<file path="src/rtl/tmr_cmp3_pkg.sv">
package tmr_cmp3_pkg;
    // register offsets
    localparam int ADR_CTRL  = 'h00;
    localparam int ADR_COUNT = 'h02;
    localparam int ADR_CMP0  = 'h04;
    localparam int ADR_ACT   = 'h0A;
    localparam int ADR_PINS  = 'h0C;
    localparam int ADR_FLAG  = 'h0E;
    localparam int CODE_W    = 4;     // action code width per channel
    localparam int DIS_LSB   = 4;     // first pin-disable bit in pin setup

    localparam logic [2:0] CLR_ON_A = 3'b001;

    typedef enum logic [1:0] {
        ACT_KEEP = 2'b00,
        ACT_LOW  = 2'b01,
        ACT_HIGH = 2'b10,
        ACT_FLIP = 2'b11
    } act_e;

    typedef enum logic [1:0] {
        ST_IDLE = 2'd0,
        ST_RUN  = 2'd1,
        ST_HALT = 2'd2
    } run_e;

    typedef struct packed {
        logic [2:0] clr_sel;
        logic       cont;
        logic       start;
    } ctrl_t;
endpackage

</file>
<file path="src/rtl/tc_regs.sv">
module tc_regs import tmr_cmp3_pkg::*; #(
    parameter int AW  = 8,
    parameter int DW  = 16,
    parameter int CW  = 16,
    parameter int NCH = 3
) (
    input  logic                          clk,
    input  logic                          rst_n,
    input  logic                          wr_en,
    input  logic [AW-1:0]                 addr,
    input  logic [DW-1:0]                 wdata,
    input  logic [NCH-1:0]                hit,
    input  logic [CW-1:0]                 cnt,
    output ctrl_t                         ctrl,
    output logic [NCH-1:0][CW-1:0]        cmp,
    output logic [NCH-1:0][CODE_W-1:0]    code,
    output logic [NCH-1:0]                init,
    output logic [NCH-1:0]                dis,
    output logic [NCH-1:0]                flag,
    output logic                          cnt_wr,
    output logic [CW-1:0]                 cnt_wval,
    output logic [DW-1:0]                 rdata
);
    logic wr_ctrl, wr_act, wr_pins, wr_flag;

    assign wr_ctrl  = wr_en && (addr == AW'(ADR_CTRL));
    assign cnt_wr   = wr_en && (addr == AW'(ADR_COUNT));
    assign wr_act   = wr_en && (addr == AW'(ADR_ACT));
    assign wr_pins  = wr_en && (addr == AW'(ADR_PINS));
    assign wr_flag  = wr_en && (addr == AW'(ADR_FLAG));
    assign cnt_wval = wdata[CW-1:0];

    always_ff @(posedge clk or negedge rst_n) begin
        if (!rst_n) begin
            ctrl <= '0;
            code <= '0;
            init <= '0;
            dis  <= '0;
        end else begin
            if (wr_ctrl) ctrl <= ctrl_t'(wdata[$bits(ctrl_t)-1:0]);
            if (wr_act)  code <= wdata[NCH*CODE_W-1:0];
            if (wr_pins) begin
                init <= wdata[NCH-1:0];
                dis  <= wdata[DIS_LSB +: NCH];
            end
        end
    end

    for (genvar i = 0; i < NCH; i++) begin : g_cmp
        always_ff @(posedge clk or negedge rst_n) begin
            if (!rst_n)
                cmp[i] <= '1;
            else if (wr_en && (addr == AW'(ADR_CMP0 + 2 * i)))
                cmp[i] <= wdata[CW-1:0];
        end
    end

    // sticky flags: a match in the same cycle beats a clearing write
    always_ff @(posedge clk or negedge rst_n) begin
        if (!rst_n)
            flag <= '0;
        else
            flag <= (wr_flag ? (flag & wdata[NCH-1:0]) : flag) | hit;
    end

    always_comb begin
        rdata = '0;
        if (addr == AW'(ADR_CTRL))  rdata = DW'(ctrl);
        if (addr == AW'(ADR_COUNT)) rdata = DW'(cnt);
        if (addr == AW'(ADR_ACT))   rdata = DW'(code);
        if (addr == AW'(ADR_FLAG))  rdata = DW'(flag);
        if (addr == AW'(ADR_PINS)) begin
            for (int i = 0; i < NCH; i++) begin
                rdata[i]           = init[i];
                rdata[DIS_LSB + i] = dis[i];
            end
        end
        for (int i = 0; i < NCH; i++)
            if (addr == AW'(ADR_CMP0 + 2 * i)) rdata = DW'(cmp[i]);
    end

    // without a flag write, no flag drops
    p_flag_sticky_r8: assert property (@(posedge clk) disable iff (!rst_n)
        !wr_flag |=> ((flag & $past(flag)) == $past(flag)));

    // a match always leaves its flag set, clearing write or not
    p_match_wins_r8: assert property (@(posedge clk) disable iff (!rst_n)
        (|hit) |=> ((flag & $past(hit)) == $past(hit)));
endmodule

</file>
<file path="src/rtl/tc_counter.sv">
module tc_counter import tmr_cmp3_pkg::*; #(
    parameter int CW = 16
) (
    input  logic          clk,
    input  logic          rst_n,
    input  logic          tick,
    input  ctrl_t         ctrl,
    input  logic          cnt_wr,
    input  logic [CW-1:0] cnt_wval,
    input  logic          hit_a,
    output logic          en,
    output logic [CW-1:0] cnt_q,
    output run_e          state_q
);
    run_e state_d;
    logic clr;

    assign en  = tick && ctrl.start && (state_q != ST_HALT) && !cnt_wr;
    assign clr = hit_a && (ctrl.clr_sel == CLR_ON_A);

    // state register
    always_ff @(posedge clk or negedge rst_n) begin
        if (!rst_n) state_q <= ST_IDLE;
        else        state_q <= state_d;
    end

    always_comb begin
        state_d = state_q;
        unique case (state_q)
            ST_IDLE: if (ctrl.start)
                         state_d = (hit_a && !ctrl.cont) ? ST_HALT : ST_RUN;   // go / stop_on_a
            ST_RUN:  if (!ctrl.start)
                         state_d = ST_IDLE;                                    // pause
                     else if (hit_a && !ctrl.cont)
                         state_d = ST_HALT;                                    // stop_on_a
            ST_HALT: if (!ctrl.start)
                         state_d = ST_IDLE;                                    // release
            default: state_d = ST_IDLE;
        endcase
    end

    // counter output register
    always_ff @(posedge clk or negedge rst_n) begin
        if (!rst_n)      cnt_q <= '0;
        else if (cnt_wr) cnt_q <= cnt_wval;
        else if (en)     cnt_q <= clr ? '0 : cnt_q + 1'b1;
    end

    p_step_r2: assert property (@(posedge clk) disable iff (!rst_n)
        (en && !clr) |=> (cnt_q == $past(cnt_q) + 1'b1));

    p_clear_r3: assert property (@(posedge clk) disable iff (!rst_n)
        (en && hit_a && ctrl.clr_sel == CLR_ON_A) |=> (cnt_q == '0));

    p_halt_hold_r4: assert property (@(posedge clk) disable iff (!rst_n)
        (state_q == ST_HALT && !cnt_wr) |=> $stable(cnt_q));

    p_stopped_hold_r5: assert property (@(posedge clk) disable iff (!rst_n)
        (!ctrl.start && !cnt_wr) |=> $stable(cnt_q));
endmodule

</file>
<file path="src/rtl/tc_chan.sv">
module tc_chan import tmr_cmp3_pkg::*; #(
    parameter int CW = 16
) (
    input  logic          clk,
    input  logic          rst_n,
    input  logic          en,
    input  logic          load,
    input  logic          init,
    input  act_e          act,
    input  logic [CW-1:0] cmp,
    input  logic [CW-1:0] cnt,
    output logic          hit,
    output logic          out_q
);
    assign hit = en && (cnt == cmp);

    always_ff @(posedge clk or negedge rst_n) begin
        if (!rst_n)
            out_q <= 1'b0;
        else if (load)
            out_q <= init;
        else if (hit) begin
            unique case (act)
                ACT_KEEP: out_q <= out_q;
                ACT_LOW:  out_q <= 1'b0;
                ACT_HIGH: out_q <= 1'b1;
                ACT_FLIP: out_q <= ~out_q;
                default:  out_q <= out_q;
            endcase
        end
    end

    p_out_hold_r6: assert property (@(posedge clk) disable iff (!rst_n)
        (!hit && !load) |=> $stable(out_q));

    p_flip_r6: assert property (@(posedge clk) disable iff (!rst_n)
        (hit && !load && act == ACT_FLIP) |=> (out_q != $past(out_q)));
endmodule

</file>
<file path="src/rtl/tmr_cmp3.sv">
module tmr_cmp3 import tmr_cmp3_pkg::*; #(
    parameter int AW  = 8,
    parameter int DW  = 16,
    parameter int CW  = 16,
    parameter int NCH = 3
) (
    input  logic           clk,
    input  logic           rst_n,
    input  logic           tick,
    input  logic           wr_en,
    input  logic [AW-1:0]  addr,
    input  logic [DW-1:0]  wdata,
    output logic [DW-1:0]  rdata,
    output logic [NCH-1:0] pin_o,
    output logic [NCH-1:0] flag_o
);
    ctrl_t                      ctrl;
    logic [NCH-1:0][CW-1:0]     cmp;
    logic [NCH-1:0][CODE_W-1:0] code;
    logic [NCH-1:0]             init, dis, hit, outs;
    logic                       cnt_wr, en;
    logic [CW-1:0]              cnt_wval, cnt;
    run_e                       state;

    tc_regs #(.AW(AW), .DW(DW), .CW(CW), .NCH(NCH)) u_regs (
        .clk(clk), .rst_n(rst_n), .wr_en(wr_en), .addr(addr), .wdata(wdata),
        .hit(hit), .cnt(cnt), .ctrl(ctrl), .cmp(cmp), .code(code),
        .init(init), .dis(dis), .flag(flag_o), .cnt_wr(cnt_wr),
        .cnt_wval(cnt_wval), .rdata(rdata)
    );

    tc_counter #(.CW(CW)) u_cnt (
        .clk(clk), .rst_n(rst_n), .tick(tick), .ctrl(ctrl), .cnt_wr(cnt_wr),
        .cnt_wval(cnt_wval), .hit_a(hit[0]), .en(en), .cnt_q(cnt),
        .state_q(state)
    );

    for (genvar i = 0; i < NCH; i++) begin : g_ch
        tc_chan #(.CW(CW)) u_ch (
            .clk(clk), .rst_n(rst_n), .en(en), .load(cnt_wr), .init(init[i]),
            .act(act_e'(code[i][1:0])), .cmp(cmp[i]), .cnt(cnt),
            .hit(hit[i]), .out_q(outs[i])
        );
    end

    assign pin_o = outs & ~dis;

    // in HALT no channel sees a match
    p_halt_no_hit_r4: assert property (@(posedge clk) disable iff (!rst_n)
        (state == ST_HALT) |-> (hit == '0));
endmodule

</file>
<file path="config.mk">
export PLATFORM = sky130hd
export DESIGN_NAME = tmr_cmp3
export DESIGN_NICKNAME = d
export VERILOG_FILES = /design/src/rtl/tmr_cmp3_pkg.sv /design/src/rtl/tc_regs.sv /design/src/rtl/tc_counter.sv /design/src/rtl/tc_chan.sv /design/src/rtl/tmr_cmp3.sv
export SDC_FILE = /design/constraint.sdc
export NUM_CORES = 1
export LEC_CHECK = 0
export BUFFER_PORTS_ARGS = -buffer_cell sky130_fd_sc_hd__buf_2
export CAP_MARGIN = 5
export CELL_PAD_IN_SITES_DETAIL_PLACEMENT = 1
export CELL_PAD_IN_SITES_GLOBAL_PLACEMENT = 2
export CORE_ASPECT_RATIO = 0.6
export CORE_MARGIN = 2
export CORE_UTILIZATION = 35
export CTS_CLUSTER_DIAMETER = 30
export DETAILED_ROUTE_END_ITERATION = 7
export PLACE_DENSITY_LB_ADDON = 0.2
export SETUP_SLACK_MARGIN = 0.2
export SLEW_MARGIN = 15
export SYNTH_ARGS = -nofsm -noshare
export SYNTH_HDL_FRONTEND = slang
export SYNTH_SLANG_ARGS = --single-unit
</file>
<file path="constraint.sdc">
create_clock -name clk -period 3.6 [get_ports clk]
set_input_delay 0.54 -clock clk [delete_from_list [all_inputs] [get_ports clk]]
set_output_delay 0.54 -clock clk [all_outputs]
set_load 0.01 [all_outputs]
</file>
=== Word level (Yosys, flattened, before mapping) ===
Index checks and enable logic that the tools add are counted.
W data, S select, Z words.

* Input port bits: 28
* Register bits after elaboration: 95
* Logic and storage cells: 113
* Output and inout port bits: 22

* Equal/unequal tests: 29
* Reduce and logical (&&, ||, !) cells: 31
* Multiplexer cells: 28
* Add/sub/neg operators: 1
* Bitwise logic cells: 7

{| class="wikitable"
|+ Operators by type and width
! operator !! count
|-
| $mux W16 || 9
|-
| $eq A16 B16 Y1 || 3
|-
| $eq A8 B4 Y1 const B || 4
|-
| $add A16 B1 Y16 const B || 1
|-
| $eq A8 B3 Y1 const B || 2
|-
| $logic_and A1 B1 Y1 || 16
|-
| $eq A2 B2 Y1 const B || 7
|-
| $ne A2 B2 Y1 const B || 6
|-
| $mux W2 || 5
|-
| $mux W3 || 3
|-
| $pmux W1 S3 || 3
|-
| $eq A2 B1 Y1 const B || 4
|-
| $eq A8 B2 Y1 const B || 1
|-
| $logic_not A2 Y1 || 4
|-
| $logic_not A8 Y1 || 1
|-
| $reduce_bool A2 Y1 || 4
|-
| $and A3 B3 Y3 || 2
|-
| $mux W1 || 6
|-
| $pmux W2 S3 || 1
|-
| $reduce_and A2 Y1 || 3
|-
| $mux W5 || 1
|-
| $eq A3 B1 Y1 const B || 1
|-
| $ne A3 B2 Y1 const B || 1
|-
| $not A1 Y1 || 3
|-
| 4 further kinds || 5
|}

=== Logic depth before layout (Yosys ltp) ===
* Word-level depth: 9
* Gate-level depth with buffers: 8

=== Modules after synthesis ===
From an unflattened synthesis, not the netlist that was laid out.

* Cell total of the unflattened synthesis: 565
* Area total of the unflattened synthesis: 6027.0 um^2

{| class="wikitable"
|+ Modules (own cells, without submodules)
! module !! sequential area each (um^2) !! times used !! area an instance (um^2) !! cells each
|-
| tc_regs || 1911.8 || 1 || 3913.8 || 314
|-
| tc_counter || 450.4 || 1 || 1189.9 || 134
|-
| tc_chan || 25.0 || 3 || 294.0 || 38
|-
| tmr_cmp3 || 0.0 || 1 || 41.3 || 3
|}

=== Worst setup path before layout ===
No wires, ideal clock.

* Kind: input to output
* Start point: in addr[0]
* End point: out rdata[11]
* Cell stages on the path: 7
* Data arrival time: 2362 ps
* Slack: 698 ps
* Cell sequence: or4_4 > or2_1 > buf_2 > or3_1 > clkbuf_1 > clkbuf_1 > a31oi_1

* Longest elaborated chain between the ends: 7

{| class="wikitable"
|+ RTL lines
! element !! RTL line !! RTL
|-
| start, declared || tmr_cmp3.sv:11 || <nowiki>input logic [AW-1:0] addr,</nowiki>
|-
| $eq A8 B2 Y1 || tc_regs.sv:69 || <nowiki>if (addr == AW'(ADR_COUNT)) rdata = DW'(cnt);</nowiki>
|-
| $mux W16 || tc_regs.sv:69 ||
|-
| $mux W16 || tc_regs.sv:70 || <nowiki>if (addr == AW'(ADR_ACT)) rdata = DW'(code);</nowiki>
|-
| $mux W16 || tc_regs.sv:71 || <nowiki>if (addr == AW'(ADR_FLAG)) rdata = DW'(flag);</nowiki>
|-
| $mux W16 (2 in series) || tc_regs.sv:79 || <nowiki>if (addr == AW'(ADR_CMP0 + 2 * i)) rdata = DW'(cmp[i]);</nowiki>
|-
| $mux W16 * || tc_regs.sv:79 ||
|-
| end, declared || tmr_cmp3.sv:13 || <nowiki>output logic [DW-1:0] rdata,</nowiki>
|}

Mark *: on every way between the ends. The rest lies on a longest branch, timed or not.

=== Worst setup path in the final report ===
* Start point: in addr[0]
* End point: out rdata[7]

Same word-level chain as after synthesis.

==> impl_metrics.yaml <==
critical_path:
  slowest_stage: "or4_4"
  worstPathMaxFanout: 9
  critPathArrivalTime_ns: 2.66
  worst-setup-path-type: "in2out"
  cp.required_ns: 3.06
  reg2reg_depth: 8
  regToRegSetupSlack_ns: 1.21
  reg2reg_to: "u_cnt.cnt_q[14]"
  timing.rr.start: "u_cnt.cnt_q[0]"
  worstPathCellList: "buf_2 > or4_4 > nor2_2 > nand2_1 > nor2_2 > a222oi_1 > a21oi_1 > buf_2"
  startpoint_type: "input port"
  endpoint_kind: "output pin"
  slowest_delay_ns: 0.57
sta:
  setup_viol: 0
  finalCriticalPeriod_ns: 3.20
  finalCritPeriodShare: 0.889
  max_slew_margin: 0.495
  fmax_mhz: 312
  drv_slew: 0
  tns_ns: 0
  rsz0062_at_grt: "no"
  hold_viol_final: 0
  tightest_slew_ns: 0.751
  final.setup_skew_ns: 0.00943
run_status:
  status: "completed"
global_route:
  antenna_found_initial: 0
  grt_pass1_vias: 4596
  grt_pass1_wl_um: 29500
  overflow: 0
  grt_usage: 0.236
  grt_max_degree: 53
placed_design:
  gp_congestion: 0.823
  dp_hpwl_um: 14200
  port_buffers: 49
layout:
  final_common_cell: "mux2_2"
  seq_area_um2: 2440
  nets: 608
  layout_common_cells: "mux2_2, xnor2_1, buf_2, dfstp_2"
  post-route-util: 0.415
  filler_cell_count: 1727
  multi_input_area_um2: 2940
  syn_to_final_growth_pct: 15.3
  diodes: 0
  drive_gt1_frac: 0.392
clock_tree:
  clk_latency_ns: 0.35
  clk_path_buf_depth: 2
  htree_levels: 3
  cts_hold_buf: 0
  cts_tree: "done"
  post-cts-setup-buffers: 0
  clock_sinks: 95
  clkTransAtPathRegs_ns: 0.07
  post_cts_resized: 0
  cts-buffers-inserted: 9
  cts-root-buf: "clkbuf_16"
die:
  die_x_um: 167
  start_util: 0.360
  die_y_um: 102
  rows: 35
  core-area_um2: 15400
  ioPinCount: 50
  die-area_um2: 16900
synth:
  synth_area_um2: 5550
  synth_seq_area_share: 0.439
  synthesis.nets: 566
  yosysUniqueCellTypes: 50
  syn_inst: 537
  ys_ff_latch: 95
  synth_ff_type: "dfstp_2"
  async_reset_ff_frac: 1.00
  synth.avg_cell_area_um2: 10.3
  yosys_warnings: 0
  synth-edff-count: 0
power_and_ir_drop:
  p_leak_uw: 0.00269
  seq_power_share: 0.432
  p_switching_uw: 876
  netSwitchingFraction: 0.301
  clkPwrFrac: 0.365
  pwr-share-comb: 0.204
  power.internal_uw: 2030
  powerDensity_nw_per_um2: 454
  ir_drop_mv: 0.244
routing:
  drc: 0
  routed_wl_um: 19200
  wl_per_cell_um: 24.3
  num_vias: 4445
  via_per_inst: 5.65
  first_iter_violations: 331
  ant_nets: 0
  drt_pre_antenna_iters: 7
flow_run:
  maxCapViolCount: 0
min_path:
  hold_class: "in2async"
-- synthesized netlist by cell type (all sizes together), types with 5 or more instances --
| cell type | number | area (um2) |
|---|---|---|
| and3 | 8 | 50.1 |
| mux2 | 80 | 938 |
| nand4 | 14 | 87.6 |
| nand2 | 42 | 170 |
| o31ai | 6 | 45.0 |
| a22oi | 6 | 45.0 |
| o21ai | 31 | 155 |
| nor2 | 49 | 189 |
| a31oi | 10 | 62.6 |
| nor2b | 5 | 31.3 |
| dfstp | 48 | 1260 |
| mux2i | 8 | 80.1 |
| nand3 | 16 | 80.1 |
| or3 | 5 | 31.3 |
| a21oi | 15 | 75.1 |
| nor4 | 7 | 56.3 |
| xnor2 | 55 | 482 |
| clkbuf | 30 | 113 |
| dfrtp | 47 | 1180 |
| a221oi | 6 | 52.6 |
| buf | 10 | 51.3 |
-- critical path, delay by kind of cell --
family,cells,cell delay [ns]
buffers and inverters,2,0.27
AO/OA/AOI/OAI,2,0.42
AND/OR/NAND/NOR,4,1.43
-- cells by family after synthesis --
group | Yosys count | synth area share
and+or+nand+nor | 162 | 0.149
DFF | 95 | 0.439
AOI/OAI and AO/OA | 92 | 0.107
muxes | 88 | 0.183
xor gates and xnor gates | 55 | 0.0868
buffers and inverters | 44 | 0.0322
adders and majority gates | 1 | 0.00225
-- worst max path at each step --
stage | startpoint | to
global route | addr[0] | rdata[7]
finish | addr[0] | rdata[7]
floorplan | addr[0] | rdata[11]
CTS | addr[0] | rdata[7]
global placement | addr[0] | rdata[7]
detailed placement | addr[0] | rdata[7]
-- area by class of cell --
type                    count  area share
multi-input cells         398       0.460
well taps                 203      0.0397
clock inverters             5     0.00958
clock buffers              11      0.0413
inverters                   4     0.00235
flip-flops and latches     95       0.381
repair buffers             71      0.0665
-- metal layers --
| metal | GRT usage | vias to the layer above | wire length (um) |
|---|---|---|---|
| met4 | 0.0285 | 0 | 93 |
| met1 | 0.378 | 2310 | 10300 |
| li1 | - | 2015 | - |
| met5 | 0 | - | 0 |
| met2 | 0.339 | 110 | 7740 |
| met3 | 0.0410 | 10 | 1000 |
-- flip-flops by register name (all words and copies together), names as in the netlist --
signal	flops
u_regs.cmp	48
u_regs.flag	3
g_ch.u_ch.out_q	3
u_regs.ctrl	5
u_cnt.cnt_q	16
u_regs.dis	3
u_regs.init	3
u_regs.code	12
u_cnt.state_q	2
-- power groups by stage --
| stage | sequential (uW) | combinational (uW) | clock (uW) |
|---|---|---|---|
| global route | 1270 | 639 | 1120 |
| global placement | 1270 | 576 | 0 |
| detailed placement | 1270 | 586 | 0 |
| CTS | 1250 | 591 | 1080 |
| finish | 1250 | 592 | 1060 |
| floorplan | 1230 | 373 | 0 |
-- per-stage QoR --
stage | setup slack [ns] | hold slack (ns) | instance area (um2) | power, uW | instances
3_3_place_gp | 0.403 | 0.484 | 6070 | 1840 | 771
3_5_place_dp | 0.421 | 0.490 | 6070 | 1860 | 771
2_1_floorplan | 0.698 | 0.244 | 5550 | 1600 | 537
4_1_cts | 0.380 | 0.222 | 6400 | 2920 | 787
5_1_grt | 0.215 | 0.237 | 6400 | 3030 | 787
6_report | 0.399 | 0.190 | 6400 | 2910 | 787
(Power assumes the default switching activity.)
